### config.mk
export PLATFORM = sky130hd
export DESIGN_NAME = split_txn_tracker
export DESIGN_NICKNAME = d
export VERILOG_FILES = /design/src/rtl/split_txn_tracker.sv
export SDC_FILE = /design/constraint.sdc
export NUM_CORES = 1
export LEC_CHECK = 0
export CAP_MARGIN = 20
export CORE_UTILIZATION = 56
export DETAILED_ROUTE_END_ITERATION = 10
export PLACE_DENSITY = 0.77
export RECOVER_POWER = 25
export SYNTH_ARGS = -nofsm -noshare
export SYNTH_HDL_FRONTEND = slang
export SYNTH_SLANG_ARGS = --single-unit
### constraint.sdc
create_clock -name clk -period 6.1 [get_ports clk]
set_clock_uncertainty 0.15 [all_clocks]
set_input_delay 1.83 -clock clk [delete_from_list [all_inputs] [get_ports clk]]
set_output_delay 1.83 -clock clk [all_outputs]
set_load 0.01 [all_outputs]
### src/rtl/split_txn_tracker.sv
module split_txn_tracker #(
  parameter int ENTRIES = 8,
  parameter int AGENTS  = 4,
  parameter int LINE_W  = 26
) (
  input  logic                       clk,
  input  logic                       rst_n,
  input  logic                       req_valid,
  input  logic [$clog2(AGENTS)-1:0]  req_agent,
  input  logic [1:0]                 req_kind,
  input  logic [LINE_W-1:0]          req_line,
  output logic                       req_ack,
  output logic                       req_join,
  output logic                       req_nack,
  output logic [$clog2(ENTRIES)-1:0] req_tag,
  input  logic                       rsp_valid,
  input  logic [$clog2(ENTRIES)-1:0] rsp_tag,
  input  logic [AGENTS-1:0]          rsp_ready,
  output logic                       rsp_accept,
  output logic                       rsp_nack,
  output logic [AGENTS-1:0]          rsp_share_mask
);
  localparam int TAG_W = $clog2(ENTRIES);
  localparam int AG_W  = $clog2(AGENTS);

  logic [ENTRIES-1:0] valid_q;
  logic [ENTRIES-1:0] excl_q;
  logic [LINE_W-1:0]  line_q  [ENTRIES];
  logic [AG_W-1:0]    owner_q [ENTRIES];
  logic [AGENTS-1:0]  share_q [ENTRIES];

  logic [ENTRIES-1:0] retire, hit, avail;
  logic               hit_any, free_any;
  logic [TAG_W-1:0]   hit_idx, alloc_idx;
  logic               req_is_rd, rsp_hit, owner_rdy;

  assign rsp_hit    = rsp_valid & valid_q[rsp_tag];
  assign owner_rdy  = rsp_ready[owner_q[rsp_tag]];
  assign rsp_accept = rsp_hit & owner_rdy;
  assign rsp_nack   = rsp_hit & ~owner_rdy;
  assign rsp_share_mask = rsp_accept ? share_q[rsp_tag] : '0;
  assign retire     = rsp_accept ? (ENTRIES'(1) << rsp_tag) : '0;
  assign avail      = ~valid_q | retire;

  for (genvar g = 0; g < ENTRIES; g++) begin : g_match
    assign hit[g] = valid_q[g] & ~retire[g] & (line_q[g] == req_line);
  end

  always_comb begin
    hit_any = 1'b0;
    hit_idx = '0;
    for (int i = 0; i < ENTRIES; i++)
      if (hit[i]) begin
        hit_any = 1'b1;
        hit_idx = TAG_W'(i);
      end
  end

  always_comb begin
    free_any  = 1'b0;
    alloc_idx = '0;
    for (int i = ENTRIES - 1; i >= 0; i--)
      if (avail[i]) begin
        free_any  = 1'b1;
        alloc_idx = TAG_W'(i);
      end
  end

  assign req_is_rd = (req_kind == 2'b00);
  assign req_join  = req_valid & hit_any & req_is_rd & ~excl_q[hit_idx];
  assign req_ack   = req_valid & ~hit_any & free_any;
  assign req_nack  = req_valid & ~req_join & ~req_ack;
  assign req_tag   = hit_any ? hit_idx : alloc_idx;

  always_ff @(posedge clk) begin
    if (!rst_n) begin
      valid_q <= '0;
      excl_q  <= '0;
      for (int i = 0; i < ENTRIES; i++) begin
        line_q[i]  <= '0;
        owner_q[i] <= '0;
        share_q[i] <= '0;
      end
    end else begin
      if (rsp_accept) valid_q[rsp_tag] <= 1'b0;
      if (req_ack) begin
        valid_q[alloc_idx] <= 1'b1;
        excl_q[alloc_idx]  <= ~req_is_rd;
        line_q[alloc_idx]  <= req_line;
        owner_q[alloc_idx] <= req_agent;
        share_q[alloc_idx] <= AGENTS'(1) << req_agent;
      end
      if (req_join) share_q[hit_idx][req_agent] <= 1'b1;
    end
  end

  assert_alloc_R2: assert property (@(posedge clk) disable iff (!rst_n)
    req_ack |=> valid_q[$past(req_tag)]);

  assert_full_refuse_R3: assert property (@(posedge clk) disable iff (!rst_n)
    (req_valid && (&valid_q) && !rsp_accept) |-> !req_ack);

  assert_one_outcome_R3: assert property (@(posedge clk) disable iff (!rst_n)
    req_valid |-> $onehot({req_ack, req_join, req_nack}));

  assert_join_mark_R4: assert property (@(posedge clk) disable iff (!rst_n)
    req_join |=> share_q[$past(req_tag)][$past(req_agent)]);

  assert_retire_R6: assert property (@(posedge clk) disable iff (!rst_n)
    (rsp_accept && !(req_ack && req_tag == rsp_tag)) |=> !valid_q[$past(rsp_tag)]);

  assert_hold_R7: assert property (@(posedge clk) disable iff (!rst_n)
    rsp_nack |=> valid_q[$past(rsp_tag)]);

  assert_quiet_R8: assert property (@(posedge clk) disable iff (!rst_n)
    !rsp_valid |-> (!rsp_accept && !rsp_nack && rsp_share_mask == '0));
endmodule

==> results of run 1 <==
==> cells in the mapped netlist (3+ instances only) <==
cell type	instances	area [um^2]
or2_2	3	18.77
o21ai_0	18	90.09
a21oi_1	21	105.1
buf_6	4	45.04
dfxtp_1	16	320.3
mux4_2	10	225.2
a31o_2	4	35.03
edfxtp_1	256	7687
o211ai_1	4	30.03
mux2_2	3	33.78
nand3_1	17	85.08
and2_1	228	1426
a211oi_1	16	120.1
a31oi_1	5	31.28
a21o_1	5	37.54
o21ai_1	7	35.03
a211o_1	3	26.28
buf_4	6	45.04
o31a_1	5	43.79
nor3_1	28	140.1
xnor2_1	138	1209
o22ai_1	3	18.77
mux2i_1	12	120.1
nand2b_1	10	62.56
xor2_1	70	613.1
nand4_1	35	219.0
o211a_1	3	30.03
nor4_1	25	156.4
nand2_1	45	168.9
nor2b_1	8	50.05
clkbuf_1	68	255.2
o31ai_1	4	30.03
inv_1	15	56.30
a211oi_2	5	62.56
buf_2	20	100.1
nor2_1	43	161.4
==> what timing repair did <==
action                                  in CTS  in global routing
setup buffers                               80                 12
cloned                                       3                  0
resized for setup                          250                 98
pin swaps                                   86                 49
endpoints found under the setup margin      12                  8
hold buffers                                 0                  0
==> sequential cells by signal, summed over array words and instances, names as in the netlist <==
name,flops
valid_q,8
line_q,208
owner_q,16
excl_q,8
share_q,32
==> power groups by stage <==
stage | registers (mW) | clock network (mW) | logic, mW
finish | 2.19 | 1.72 | 0.749
global route | 2.20 | 1.78 | 0.779
CTS | 2.19 | 1.70 | 0.692
detailed placement | 2.22 | 0 | 0.585
global placement | 2.21 | 0 | 0.576
floorplan | 2.21 | 0 | 0.327
==> layout make-up <==
type / instances / area, um^2
fillers: 1324 / 5390
clock inverters: 13 / 112.6
clock buffers: 40 / 797.0
inverters: 16 / 60.06
well taps: 330 / 412.9
flip-flops and latches: 272 / 8008
repair buffers: 355 / 3461
multi-input cells: 820 / 6940
==> cell families after synthesis <==
group | after synthesis | synth area share, %
simple gates | 458 | 18.49
mux | 28 | 2.936
compound gates | 126 | 6.767
buf+inv | 116 | 3.570
xor+xnor | 208 | 12.65
flops | 272 | 55.59
==> layout by cell type (no fill, tap or decap), drive strengths merged, types with 16 or more instances in the layout <==
| cell | n |
|---|---|
| a211oi | 21 |
| a21oi | 21 |
| and2 | 228 |
| buf | 316 |
| clkbuf | 51 |
| dfxtp | 16 |
| edfxtp | 256 |
| inv | 16 |
| nand2 | 45 |
| nand3 | 20 |
| nand4 | 36 |
| nor2 | 45 |
| nor3 | 28 |
| nor4 | 26 |
| o21ai | 26 |
| xnor2 | 138 |
| xor2 | 70 |
==> per-layer routing <==
layer | GRT usage, % | routed length (um) | share of wire [%]
met5 | 0 | 0 | 0
met4 | 10.46 | 1692 | 3.7
met3 | 7.003 | 4993 | 11
met2 | 53.65 | 21690 | 48
met1 | 46.19 | 17270 | 38
==> worst max-delay path by stage <==
stage,cells after the start,startpoint,to
after global placement,15,req_line[6],req_nack
after floorplan,12,rsp_tag[0],req_nack
final,18,req_line[7],req_nack
after global routing,18,req_line[7],req_nack
after CTS,17,rsp_tag[2],req_nack
after detailed placement,15,req_line[12],req_join
==> results.json, run 1 <==
{
  "status": "complete, but fails checks",
  "violations": "setup timing",
  "regToRegSetupSlack_ns": 1.63,
  "core_um2": 25180,
  "wl_per_cell_um": 24.73,
  "synthCells": 1208,
  "cts_tree": "done",
  "antenna_left": 0,
  "p_leak_nw": 7.673,
  "slowest_delay_ns": 0.33,
  "crit_slowest_cell": "nor4_2",
  "grt_max_degree": 33,
  "post-route-drc-count": 0,
  "antenna_cells": 0,
  "finalWorstSetupSlack_ns": -0.7334,
  "synthesis.nets": 1249,
  "arrival_ns": 4.85,
  "end_kind": "output port",
  "power_density_nw_per_um2": 235.5,
  "reg2reg_depth": 16,
  "insertion_delay_ns": 0.55,
  "r2r-start": "owner_q[4][0]",
  "fin_area_um2": 19790,
  "htreeDepth": 1,
  "p_switching_mw": 1.173,
  "clkSlewWorstSetupHoldPaths_ns": 0.05,
  "holdWs_ns": 0.3272,
  "post-place-ws_ns": -1.362,
  "yosys_warnings": 0,
  "yosysSeqAreaShare_pct": 55.59,
  "netSwitchingFraction_pct": 25.17,
  "synthDistinctLibCells": 74,
  "drtPass1Iterations": 5,
  "slew_headroom_pct": 25.08,
  "syn-cell-area_um2": 14400,
  "power_mw": 4.661,
  "cp.required_ns": 4.12,
  "hpwl_mm": 26.99,
  "nets": 1535,
  "crit_path_start_kind": "input pin",
  "place_area_um2": 16930,
  "cp_cell_sequence": "clkbuf_2, buf_12, buf_12, xnor2_1, nand4_1, nor4_2, nand4_1, buf_6, a41oi_2, buf_4, nand2_1, o31ai_4, nor4_4, a2111oi_4, and4b_2, buf_6, nor2_4, buf_6",
  "crit_buf_inv": 7,
  "grt_pass1_vias": 11030,
  "pwr-share-comb_pct": 16.1,
  "async_reset_ff_share_pct": 0,
  "grtUsageTotal_pct": 33.61,
  "drv_cap": 0,
  "fin_crit_sh_pct": 112.0,
  "min_to": "excl_q[0]",
  "ios": 53,
  "hold_path_depth": 1,
  "via_per_inst": 6.106,
  "cpMostUsedCell": "buf_6",
  "numCtsBuffers": 29,
  "synth_edf_count": 256,
  "fin_crit_ns": 6.833,
  "antenna_found_initial": 0,
  "worst_slew_pin_slew_ns": 1.123,
  "num_vias": 11270,
  "ys_seq_elements": 272,
  "synthFlopType": "edfxtp_1",
  "die_y_um": 162.4,
  "grt_pass1_wl_mm": 65.63,
  "utilization_pct": 78.59,
  "crit_path_max_fanout": 5,
  "dieArea_um2": 26370,
  "fp-row-count": 58,
  "overflow": 0,
  "r2r-end": "line_q[4][10]",
  "areaGrowthSynthToFinish_pct": 37.40,
  "hold_viol": 0,
  "setup_viol": 6,
  "rsz0062_at_grt": "true",
  "layout-drive-gt1-share_pct": 35.82,
  "initial_core_util_pct": 57.20,
  "dp_cells": 1704,
  "routed_wl_mm": 45.65,
  "min_from": "excl_q[0]",
  "vdd_drop_max_v": 0.0002425,
  "cts_sinks": 272,
  "max_freq_mhz": 146.3,
  "tns_ns": -2.560,
  "final_cell_count_no_fill": 1846,
  "slew_viol_final": 0,
  "root_buffer": "clkbuf_16",
  "crit_family": "simple AND/OR/NAND/NOR gates",
  "fp.dieW_um": 162.4,
  "cell_internal_pwr_mw": 3.488,
  "crit_type": "in2out",
  "io_buffers": 52,
  "drtIter0Drc": 1395,
  "hold_class": "reg2reg",
  "avgSynthCellArea_um2": 11.92,
  "place_congestion": 0.9602,
  "cts_buffer_depth": 3,
  "pwr-share-seq_pct": 47.1,
  "p_clk_share_pct": 36.8
}
(Power assumes the default switching activity.)
==> inputs of run 2 (changes only) <==
Settings changed: CAP_MARGIN 20 to 15.
==> results of run 2 <==
Final layout, timing and power as in run 1 (identical DEF).
